**src/rtl/poker_eval_pkg.sv**
```systemverilog
package poker_eval_pkg;

    localparam int VAL_W   = 4;
    localparam int SUIT_W  = 2;
    localparam int CARD_W  = VAL_W + SUIT_W;
    localparam int HAND_N  = 5;
    localparam int TYPE_W  = 4;
    localparam int RANK_W  = TYPE_W + HAND_N * VAL_W;
    localparam int KEY_W   = 3 + VAL_W;

    typedef logic [CARD_W-1:0]             card_t;
    typedef logic [HAND_N-1:0][CARD_W-1:0] hand_t;
    typedef logic [RANK_W-1:0]             rank_t;

    typedef enum logic [1:0] {
        ST_INIT = 2'd0,
        ST_CALC = 2'd1,
        ST_DONE = 2'd2
    } eval_state_e;

    // Replace one table slot with a private card.
    function automatic hand_t swap_one(hand_t base, card_t c, int pos);
        hand_t r;
        r = base;
        r[pos] = c;
        return r;
    endfunction

    // Replace two table slots with both private cards.
    function automatic hand_t swap_two(hand_t base, card_t c0, card_t c1, int p0, int p1);
        hand_t r;
        r = base;
        r[p0] = c0;
        r[p1] = c1;
        return r;
    endfunction

    // Combinational five-card ranker.
    function automatic rank_t rank_hand(hand_t h);
        logic [VAL_W-1:0]  v [HAND_N];
        logic [2:0]        c [HAND_N];
        logic [KEY_W-1:0]  k [HAND_N];
        logic [KEY_W-1:0]  t;
        logic              flush, distinct, run, wheel, strt;
        logic [TYPE_W-1:0] ty;
        logic [VAL_W-1:0]  top;

        for (int i = 0; i < HAND_N; i++) begin
            v[i] = h[i][CARD_W-1:SUIT_W];
        end

        // Multiplicity of each card's value within the hand.
        for (int i = 0; i < HAND_N; i++) begin
            c[i] = 3'd0;
            for (int j = 0; j < HAND_N; j++) begin
                if (v[j] == v[i]) begin
                    c[i] = c[i] + 3'd1;
                end
            end
            k[i] = {c[i], v[i]};
        end

        // Sort keys {multiplicity, value} descending.
        for (int a = 0; a < HAND_N - 1; a++) begin
            for (int b = 0; b < HAND_N - 1 - a; b++) begin
                if (k[b] < k[b+1]) begin
                    t      = k[b];
                    k[b]   = k[b+1];
                    k[b+1] = t;
                end
            end
        end

        flush = 1'b1;
        for (int i = 1; i < HAND_N; i++) begin
            if (h[i][SUIT_W-1:0] != h[0][SUIT_W-1:0]) begin
                flush = 1'b0;
            end
        end

        distinct = (k[0][KEY_W-1:VAL_W] == 3'd1);
        run      = distinct && ((k[0][VAL_W-1:0] - k[HAND_N-1][VAL_W-1:0]) == VAL_W'(4));
        wheel    = distinct && (k[0][VAL_W-1:0] == VAL_W'(12)) && (k[1][VAL_W-1:0] == VAL_W'(3));
        strt     = run || wheel;
        top      = wheel ? VAL_W'(3) : k[0][VAL_W-1:0];

        if (strt && flush)                                                  ty = TYPE_W'(8);
        else if (k[0][KEY_W-1:VAL_W] == 3'd4)                               ty = TYPE_W'(7);
        else if (k[0][KEY_W-1:VAL_W] == 3'd3 && k[3][KEY_W-1:VAL_W] == 3'd2) ty = TYPE_W'(6);
        else if (flush)                                                     ty = TYPE_W'(5);
        else if (strt)                                                      ty = TYPE_W'(4);
        else if (k[0][KEY_W-1:VAL_W] == 3'd3)                               ty = TYPE_W'(3);
        else if (k[0][KEY_W-1:VAL_W] == 3'd2 && k[2][KEY_W-1:VAL_W] == 3'd2) ty = TYPE_W'(2);
        else if (k[0][KEY_W-1:VAL_W] == 3'd2)                               ty = TYPE_W'(1);
        else                                                                ty = TYPE_W'(0);

        if (strt) begin
            return {ty, top, {((HAND_N-1)*VAL_W){1'b0}}};
        end
        return {ty, k[0][VAL_W-1:0], k[1][VAL_W-1:0], k[2][VAL_W-1:0],
                k[3][VAL_W-1:0], k[4][VAL_W-1:0]};
    endfunction

endpackage

```
**src/rtl/bes_ctrl.sv**
```systemverilog
module bes_ctrl
    import poker_eval_pkg::*;
#(
    parameter int NUM_CAND = 21,
    parameter int IDX_W    = 5
) (
    input  logic             clk,
    input  logic             rst_n,
    input  logic             in_valid,
    input  logic             out_ready,
    output logic             in_ready,
    output logic             out_valid,
    output logic             capture,
    output logic             step,
    output logic [IDX_W-1:0] idx
);

    localparam logic [IDX_W-1:0] LAST_IDX = IDX_W'(NUM_CAND - 1);

    eval_state_e state, state_n;

    always_ff @(posedge clk or negedge rst_n) begin
        if (!rst_n) begin
            state <= ST_INIT;
        end else begin
            state <= state_n;
        end
    end

    // Transitions: INIT->CALC on accept, CALC->DONE on last candidate, DONE->INIT on take.
    always_comb begin
        state_n = state;
        unique case (state)
            ST_INIT: if (in_valid)         state_n = ST_CALC;
            ST_CALC: if (idx == LAST_IDX)  state_n = ST_DONE;
            ST_DONE: if (out_ready)        state_n = ST_INIT;
            default:                       state_n = ST_INIT;
        endcase
    end

    always_ff @(posedge clk or negedge rst_n) begin
        if (!rst_n) begin
            idx <= '0;
        end else if (state == ST_CALC) begin
            idx <= idx + IDX_W'(1);
        end else begin
            idx <= '0;
        end
    end

    always_comb begin
        in_ready  = (state == ST_INIT);
        out_valid = (state == ST_DONE);
        capture   = (state == ST_INIT) && in_valid;
        step      = (state == ST_CALC);
    end

endmodule

```
**src/rtl/bes_cand_gen.sv**
```systemverilog
module bes_cand_gen
    import poker_eval_pkg::*;
#(
    parameter int HOLE_N   = 2,
    parameter int BOARD_N  = 5,
    parameter int NUM_CAND = 21,
    parameter int IDX_W    = 5
) (
    input  logic [HOLE_N-1:0][CARD_W-1:0] hole,
    input  hand_t                         board,
    input  logic [IDX_W-1:0]              idx,
    output hand_t                         cand,
    output logic                          is_double
);

    localparam int SINGLE_BASE = 1;
    localparam int DOUBLE_BASE = 1 + HOLE_N * BOARD_N;

    hand_t tbl [NUM_CAND];

    assign tbl[0] = board;

    for (genvar h = 0; h < HOLE_N; h++) begin : g_hole
        for (genvar p = 0; p < BOARD_N; p++) begin : g_pos
            assign tbl[SINGLE_BASE + h*BOARD_N + p] = swap_one(board, hole[h], p);
        end
    end

    for (genvar i = 0; i < BOARD_N; i++) begin : g_pa
        for (genvar j = i + 1; j < BOARD_N; j++) begin : g_pb
            localparam int PIDX = i*BOARD_N - (i*(i+1))/2 + (j - i - 1);
            assign tbl[DOUBLE_BASE + PIDX] = swap_two(board, hole[0], hole[1], i, j);
        end
    end

    assign cand      = (int'(idx) < NUM_CAND) ? tbl[idx] : tbl[0];
    assign is_double = (int'(idx) >= DOUBLE_BASE);

endmodule

```
**src/rtl/bes_ranker.sv**
```systemverilog
module bes_ranker
    import poker_eval_pkg::*;
(
    input  hand_t hand,
    output rank_t rank
);

    assign rank = rank_hand(hand);

endmodule

```
**src/rtl/bes_maxtrack.sv**
```systemverilog
module bes_maxtrack
    import poker_eval_pkg::*;
(
    input  logic  clk,
    input  logic  rst_n,
    input  logic  clear,
    input  logic  step,
    input  logic  is_double,
    input  rank_t rank,
    output rank_t best
);

    rank_t best_single, best_double;

    always_ff @(posedge clk or negedge rst_n) begin
        if (!rst_n) begin
            best_single <= '0;
            best_double <= '0;
        end else if (clear) begin
            best_single <= '0;
            best_double <= '0;
        end else if (step) begin
            if (is_double) begin
                if (rank > best_double) best_double <= rank;
            end else begin
                if (rank > best_single) best_single <= rank;
            end
        end
    end

    assign best = (best_single > best_double) ? best_single : best_double;

endmodule

```
**src/rtl/best_hand_eval.sv**
```systemverilog
module best_hand_eval
    import poker_eval_pkg::*;
#(
    parameter int HOLE_N  = 2,
    parameter int BOARD_N = 5
) (
    input  logic                        clk,
    input  logic                        rst_n,
    input  logic                        in_valid,
    output logic                        in_ready,
    input  logic [HOLE_N*CARD_W-1:0]    in_hole,
    input  logic [BOARD_N*CARD_W-1:0]   in_board,
    output logic                        out_valid,
    input  logic                        out_ready,
    output logic [RANK_W-1:0]           out_rank
);

    localparam int NUM_CAND = 1 + HOLE_N*BOARD_N + (BOARD_N*(BOARD_N-1))/2;
    localparam int IDX_W    = $clog2(NUM_CAND);

    logic                          capture, step, is_double;
    logic [IDX_W-1:0]              idx;
    logic [HOLE_N-1:0][CARD_W-1:0] hole_q;
    hand_t                         board_q, cand;
    rank_t                         cand_rank;

    always_ff @(posedge clk or negedge rst_n) begin
        if (!rst_n) begin
            hole_q  <= '0;
            board_q <= '0;
        end else if (capture) begin
            hole_q  <= in_hole;
            board_q <= in_board;
        end
    end

    bes_ctrl #(.NUM_CAND(NUM_CAND), .IDX_W(IDX_W)) u_ctrl (
        .clk       (clk),
        .rst_n     (rst_n),
        .in_valid  (in_valid),
        .out_ready (out_ready),
        .in_ready  (in_ready),
        .out_valid (out_valid),
        .capture   (capture),
        .step      (step),
        .idx       (idx)
    );

    bes_cand_gen #(.HOLE_N(HOLE_N), .BOARD_N(BOARD_N), .NUM_CAND(NUM_CAND), .IDX_W(IDX_W)) u_cand (
        .hole      (hole_q),
        .board     (board_q),
        .idx       (idx),
        .cand      (cand),
        .is_double (is_double)
    );

    bes_ranker u_rank (
        .hand (cand),
        .rank (cand_rank)
    );

    bes_maxtrack u_max (
        .clk       (clk),
        .rst_n     (rst_n),
        .clear     (capture),
        .step      (step),
        .is_double (is_double),
        .rank      (cand_rank),
        .best      (out_rank)
    );

endmodule

```
**config.mk**
```make
export PLATFORM = sky130hd
export DESIGN_NAME = best_hand_eval
export DESIGN_NICKNAME = d
export VERILOG_FILES = /design/src/rtl/poker_eval_pkg.sv /design/src/rtl/bes_ctrl.sv /design/src/rtl/bes_cand_gen.sv /design/src/rtl/bes_ranker.sv /design/src/rtl/bes_maxtrack.sv /design/src/rtl/best_hand_eval.sv
export SDC_FILE = /design/constraint.sdc
export NUM_CORES = 1
export LEC_CHECK = 0
export ABC_AREA = 1
export BUFFER_PORTS_ARGS = -buffer_cell sky130_fd_sc_hd__buf_4
export CORE_UTILIZATION = 55
export DETAILED_ROUTE_END_ITERATION = 10
export GPL_ROUTABILITY_DRIVEN = 0
export GPL_TIMING_DRIVEN = 0
export PLACE_DENSITY = 0.73
export SYNTH_ARGS = -nofsm -noshare
export SYNTH_HDL_FRONTEND = slang
export SYNTH_SLANG_ARGS = --single-unit
```
**constraint.sdc**
```tcl
create_clock -name clk -period 17.4 [get_ports clk]
set_clock_uncertainty 0.15 [all_clocks]
set_input_delay 2.61 -clock clk [delete_from_list [all_inputs] [get_ports clk]]
set_output_delay 2.61 -clock clk [all_outputs]
set_load 0.02 [all_outputs]
```
======== Yosys cells after proc, flatten, opt, wreduce, memory -nomap -nowiden ========
Cells that the tools add are included.
W data, S select, Z words.
storage, ports and cells
  bits in registers ....................... 97
  output and inout bits ................... 26
  word-level logic and storage cells ...... 169
cells by class
  add/sub/neg operators ................... 21
  magnitude comparators ................... 16
  equal/unequal tests ..................... 40
  muxes and demuxes ....................... 64
  bitwise operators ....................... 1
  reduce and logical (&&, ||, !) cells .... 16
operators by type and width
  kind                   number
  $mux W24               11
  $bmux W30 S5           1
  $mux W14               10
  $mux W30               3
  $eq A4 B4 Y1           20
  $gt A24 B24 Y1         3
  $lt A7 B7 Y1           10
  $add A3 B1 Y3 const B  15
  $mux W3                15
  $mux W4                8
  $eq A3 B2 Y1 const B   4
  $mux W1                10
  $reduce_and A3 Y1      3
  $add A1 B1 Y2 const B  4
  $mux W2                4
  $ne A2 B2 Y1           4
  $reduce_bool A2 Y1     4
  $logic_and A1 B1 Y1    7
  $ge A6 B6 Y1 const B   1
  $not A5 Y6             1
  $pmux W2 S3            1
  $add A5 B1 Y5 const B  1
  $eq A5 B5 Y1 const B   1
  $ge A5 B4 Y1 const B   1
  other kinds (14)       16

======== Depth between registers and ports, before layout ========
  depth in word-level cells ............... 44
  mapped depth ............................ 120
  mapped depth without buffers ............ 110

======== Modules after synthesis ========
A second synthesis with hierarchy kept.
unflattened totals
  cell total of the unflattened synthesis .. 2,394
  area total of the unflattened synthesis .. 14,023.4 um2
by module, submodules not included
  module          times used  cells an instance  area an instance (um2)
  bes_ranker      1           985                5,096.1
  bes_maxtrack    1           644                4,485.6
  bes_cand_gen    1           544                2,428.6
  best_hand_eval  1           178                1,654.1
  bes_ctrl        1           43                 359.1

======== Least setup slack after synthesis ========
OpenSTA, ideal clock, no wires.
  path kind ............................... register to register
  start ................................... register u_ctrl.idx[1]
  end ..................................... register u_max.best_double[12]
  library setup time ...................... 0.131 ns
  arrival time ............................ 14.597 ns
  path slack .............................. 2.522 ns
  stages on the path, launching flop included .. 96
  path buffers ............................ 12
  period minus slack after synthesis ...... 14.878 ns
  cells stage by stage .................... dfrtp_1 buf_6 nand2_1 buf_2 nand3_2 o211ai_1 nand3_1 nand2_2 xor2_1 nand2_1 nor2_2 ha_1 nand3_1 nand2_2 ha_1 or2_1 nand2_1 inv_1 (+60 left out) nand2_1 nand2_4 nand2_2 inv_1 a21oi_1 ha_1 inv_1 nor3_1 nand4_1 inv_1 nand3_1 o2111ai_1 o2111ai_1 nand2_1 inv_1 dlygate4sd1_1 nand2_1 o21ai_1
on the way
  longest elaborated chain between the ends .. 42
RTL lines
  what                                         line                   text
  from (decl)                                  bes_ctrl.sv:15         output logic [IDX_W-1:0] idx
  from (signal assigned)                       bes_ctrl.sv:45         idx <= idx + IDX_W'(1);
  $not A5 Y6 (not written as such)             bes_cand_gen.sv:36     assign cand = (int'(idx) < NUM_CAND) ? tbl[idx] : tbl[0];
  $bmux W30 S5                                 bes_cand_gen.sv:36
  $mux W30 (not written as such) (2 in a row)  bes_cand_gen.sv:36
  $mux W30                                     bes_cand_gen.sv:36
  $eq A4 B4 Y1                                 poker_eval_pkg.sv:56   if (v[j] == v[i]) begin
  $mux W1                                      poker_eval_pkg.sv:56
  $add A1 B1 Y2                                poker_eval_pkg.sv:57   c[i] = c[i] + 3'd1;
  $add A3 B1 Y3                                poker_eval_pkg.sv:57
  (+25 left out)                               n/a
  $mux W4                                      poker_eval_pkg.sv:89   else if (k[0][KEY_W-1:VAL_W] == 3'd3 && k[3][KEY_W-1:VAL_W] == 3'd2) ty = TYPE_W'(6);
  $mux W4                                      poker_eval_pkg.sv:88   else if (k[0][KEY_W-1:VAL_W] == 3'd4) ty = TYPE_W'(7);
  $mux W4                                      poker_eval_pkg.sv:87   if (strt && flush) ty = TYPE_W'(8);
  $mux W24                                     poker_eval_pkg.sv:97   if (strt) begin
  $mux W24                                     poker_eval_pkg.sv:100  return {ty, k[0][VAL_W-1:0], k[1][VAL_W-1:0], k[2][VAL_W-1:0],
  $gt A24 B24 Y1                               bes_maxtrack.sv:24     if (rank > best_double) best_double <= rank;
  $reduce_bool A2 Y1 (no line)                 n/a
  $reduce_and A3 Y1 (no line)                  n/a
  to (signal assigned)                         bes_maxtrack.sv:24
  to (decl)                                    bes_maxtrack.sv:13     rank_t best_single, best_double;
Parallel ways exist; a longest one is shown, timed or not. The select of a mux whose other input is x is not followed.
A chain may end at the register's enable or synchronous reset.

======== Worst setup path in the final report ========
  start ................................... register u_ctrl.idx[0]
  end ..................................... register u_max.best_single[16]
on the way
  longest elaborated chain between the ends .. 42
RTL lines
  what                                         line                   text
  $not A5 Y6 (not written as such)             bes_cand_gen.sv:36
  $bmux W30 S5                                 bes_cand_gen.sv:36
  $mux W30 (not written as such) (2 in a row)  bes_cand_gen.sv:36
  $mux W30                                     bes_cand_gen.sv:36
  $eq A4 B4 Y1                                 poker_eval_pkg.sv:56
  $mux W1                                      poker_eval_pkg.sv:56
  $add A1 B1 Y2                                poker_eval_pkg.sv:57
  $add A3 B1 Y3                                poker_eval_pkg.sv:57
  (+25 left out)                               n/a
  $mux W4                                      poker_eval_pkg.sv:89
  $mux W4                                      poker_eval_pkg.sv:88
  $mux W4                                      poker_eval_pkg.sv:87
  $mux W24                                     poker_eval_pkg.sv:97
  $mux W24                                     poker_eval_pkg.sv:100
  $gt A24 B24 Y1                               bes_maxtrack.sv:26     if (rank > best_single) best_single <= rank;
  $reduce_bool A2 Y1 (no line)                 n/a
  $reduce_and A3 Y1 (no line)                  n/a
  to (signal assigned)                         bes_maxtrack.sv:26
  to (decl)                                    bes_maxtrack.sv:13
Parallel ways exist; a longest one is shown, timed or not. The select of a mux whose other input is x is not followed.

==> flow_metrics.env <==
export IMPL_status="complete, no violations"
export IMPL_critical_path_class="reg -> reg"
export IMPL_synth_edf_count=0
export IMPL_dp_hpwl_um=36000
export IMPL_drc=0
export IMPL_synth_nets=2420
export IMPL_drt_total_wl_um=46100
export IMPL_setup_viol=0
export IMPL_ys_flop_type="dfrtp_1"
export IMPL_area_delta_synth_final_pct=10.8
export IMPL_dp_cells=2636
export IMPL_numCtsBuffers=9
export IMPL_r2r_start="u_ctrl.idx[0]$_DFF_PN0_"
export IMPL_vias=15700
export IMPL_critPathSlowestCell="o21ai_0"
export IMPL_cp_top_family="simple AND/OR/NAND/NOR gates"
export IMPL_ctsLongestPathBuffers=2
export IMPL_yosys_area_top_type_share=0.215
export IMPL_ys_ff_latch=97
export IMPL_fill_cells=2406
export IMPL_final_common_cell="nand2_1"
export IMPL_drive_gt1_frac=0.142
export IMPL_initial_core_util=0.561
export IMPL_synth_cell_types=61
export IMPL_async_flop_share=1.00
export IMPL_grt_use_total=0.358
export IMPL_dieHeight_um=160
export IMPL_seqCellArea_um2=2430
export IMPL_final_cell_mix="779 x nand2_1, 242 x nand3_1, 212 x inv_1, 169 x o21ai_0, 131 x ha_1"
export IMPL_grt_pass1_wl_um=73700
export IMPL_worst_ep_arrival_time_ns=16.51
export IMPL_slowest_delay_ns=0.48
export IMPL_wl_per_cell_um=17.3
export IMPL_routed_via_density=5.89
export IMPL_die_area_um2=25500
export IMPL_clock_fmax_ghz=0.0609
export IMPL_grt_ovfl_total=0
export IMPL_required_ns=17.49
export IMPL_first_iter_violations=1803
export IMPL_rr_worst_depth=99
export IMPL_first_global_vias=14400
export IMPL_portBuffers=71
export IMPL_worstHoldStart="u_max.best_double[22]$_DFFE_PN0P_"
export IMPL_syn_avg_cell_area_um2=6.11
export IMPL_holdPathEnd="u_max.best_double[22]$_DFFE_PN0P_"
export IMPL_crit_buf_inv=27
export IMPL_io_pin_count=72
export IMPL_num_nets_final=2510
export IMPL_grt_max_degree=98
export IMPL_critPathMostFrequentCell="nand2_1"
export IMPL_relSlewSlack=0.407
export IMPL_core_um2=24400
export IMPL_yosysSeqAreaShare=0.177
export IMPL_hold_violations=0
export IMPL_synthTopCellsByArea="nand2_1 21%, dfrtp_1 18%, ha_1 12%, nand3_1 8.9%, o21ai_0 6.6%"
export IMPL_drt_antenna_violating_nets=0
export IMPL_r2r_end="u_max.best_single[16]$_DFFE_PN0P_"
export IMPL_postSynthCellCount=2241
export IMPL_row_count=57
export IMPL_finalCritPeriodShare=0.943
export IMPL_fp_dieW_um=160
export IMPL_htree_levels=3
export IMPL_min_path_type="reg -> reg"
export IMPL_critPathLaunchType="flop"
export IMPL_yosys_area_top_type="nand2_1"
export IMPL_clkSinkCount=97
export IMPL_final_cells=2661
export IMPL_maxCapViolations=0
export IMPL_hold_depth=2
export IMPL_worst_slew_pin_slew_ns=0.889
export IMPL_fin_tns_setup_ns=0
export IMPL_synth_warning_count=0
export IMPL_antenna_found_initial=1
export IMPL_ctsHoldBuffers=0
export IMPL_critPathMaxFanout=10
export IMPL_cts_tree="done"
export IMPL_crit_path_end_kind="flop"
export IMPL_drtPass1Iterations=6
export IMPL_clk_pin_slew_worst_paths_ns=0.08
export IMPL_insertion_delay_ns=0.36
export IMPL_period_minus_slack_ns=16.42
export IMPL_reg2reg_slack_ns=0.98
export IMPL_cts_root_buf="clkbuf_16"
export IMPL_multi_input_area_um2=9860
export IMPL_finalMaxSlewViolations=0
export IMPL_syn_area_um2=13700
[layout make-up]
type | instances | area share
multi-input cells | 1811 | 0.650
flip-flops and latches | 97 | 0.160
inverters | 245 | 0.0613
repair buffers | 80 | 0.0409
plain buffers | 87 | 0.0396
well taps | 324 | 0.0267
clock buffers | 12 | 0.0176
clock inverters | 4 | 0.00379
diodes | 1 | 0.000165
[cell families after synthesis]
| logic type | after synthesis | synth area share |
|---|---|---|
| xor gates and xnor gates | 21 | 0.0134 |
| AOI/OAI and AO/OA | 393 | 0.158 |
| adders and majority gates | 133 | 0.123 |
| buffers and inverters | 333 | 0.111 |
| DFF | 97 | 0.177 |
| and+or+nand+nor | 1264 | 0.418 |
[state kept, by name, summed over array words and instances, names as in the netlist]
signal / flops
board_q: 30
u_ctrl.idx: 5
u_max.best_double: 24
hole_q: 12
u_max.best_single: 24
u_ctrl.state: 2
[cells in the mapped netlist (all sizes together) (11+ instances only)]
library cell	n
nor3	16
ha	131
nand4	13
nand3	262
o21ai	241
xor2	17
a21oi	90
dfrtp	97
clkbuf	29
o211ai	11
nor2	122
inv	244
buf	57
nand2	830
[worst min-delay path, delay by kind of cell (launching register included)]
kind,cells,cell delay (ns)
DFF,1,0.36
and+or+nand+nor,2,0.12
[worst max-delay path by stage]
stage                                        from                                 to  cells past startpoint
final                     u_ctrl.idx[0]$_DFF_PN0_  u_max.best_single[16]$_DFFE_PN0P_                     99
after global routing      u_ctrl.idx[1]$_DFF_PN0_   u_max.best_double[7]$_DFFE_PN0P_                    103
after CTS                 u_ctrl.idx[4]$_DFF_PN0_  u_max.best_single[12]$_DFFE_PN0P_                     96
after detailed placement  u_ctrl.idx[1]$_DFF_PN0_  u_max.best_single[16]$_DFFE_PN0P_                     96
after global placement    u_ctrl.idx[1]$_DFF_PN0_  u_max.best_single[16]$_DFFE_PN0P_                     95
after floorplan           u_ctrl.idx[1]$_DFF_PN0_  u_max.best_double[12]$_DFFE_PN0P_                     95
[per-stage QoR]
stage / hold WS [ns] / instance area [µm²] / utilization / setup WS [ns]
6_report: 0.361 / 15200 / 0.622 / 0.984
5_1_grt: 0.397 / 15200 / 0.622 / -0.0414
4_1_cts: 0.363 / 15000 / 0.614 / 0.0261
3_5_place_dp: 0.348 / 14600 / 0.600 / -0.948
3_3_place_gp: 0.340 / 14600 / 0.600 / -0.628
2_1_floorplan: 0.321 / 13700 / - / 2.52
[routing by layer]
metal | wire [µm] | vias up | GRT usage
met4 | 1990 | 0 | 0.150
li1 | - | 7558 | -
met2 | 20500 | 814 | 0.574
met5 | 0 | - | 0
met1 | 19400 | 7129 | 0.479
met3 | 4260 | 165 | 0.0551
[repair_timing]
action,CTS,global route
pin swaps,0,4
buffers inserted,0,8
endpoints found under the setup margin,48,48
gates resized for setup,6,59
Power is not shown: default switching activity piles up to over one toggle a cycle in this logic, so the estimate is an artifact.
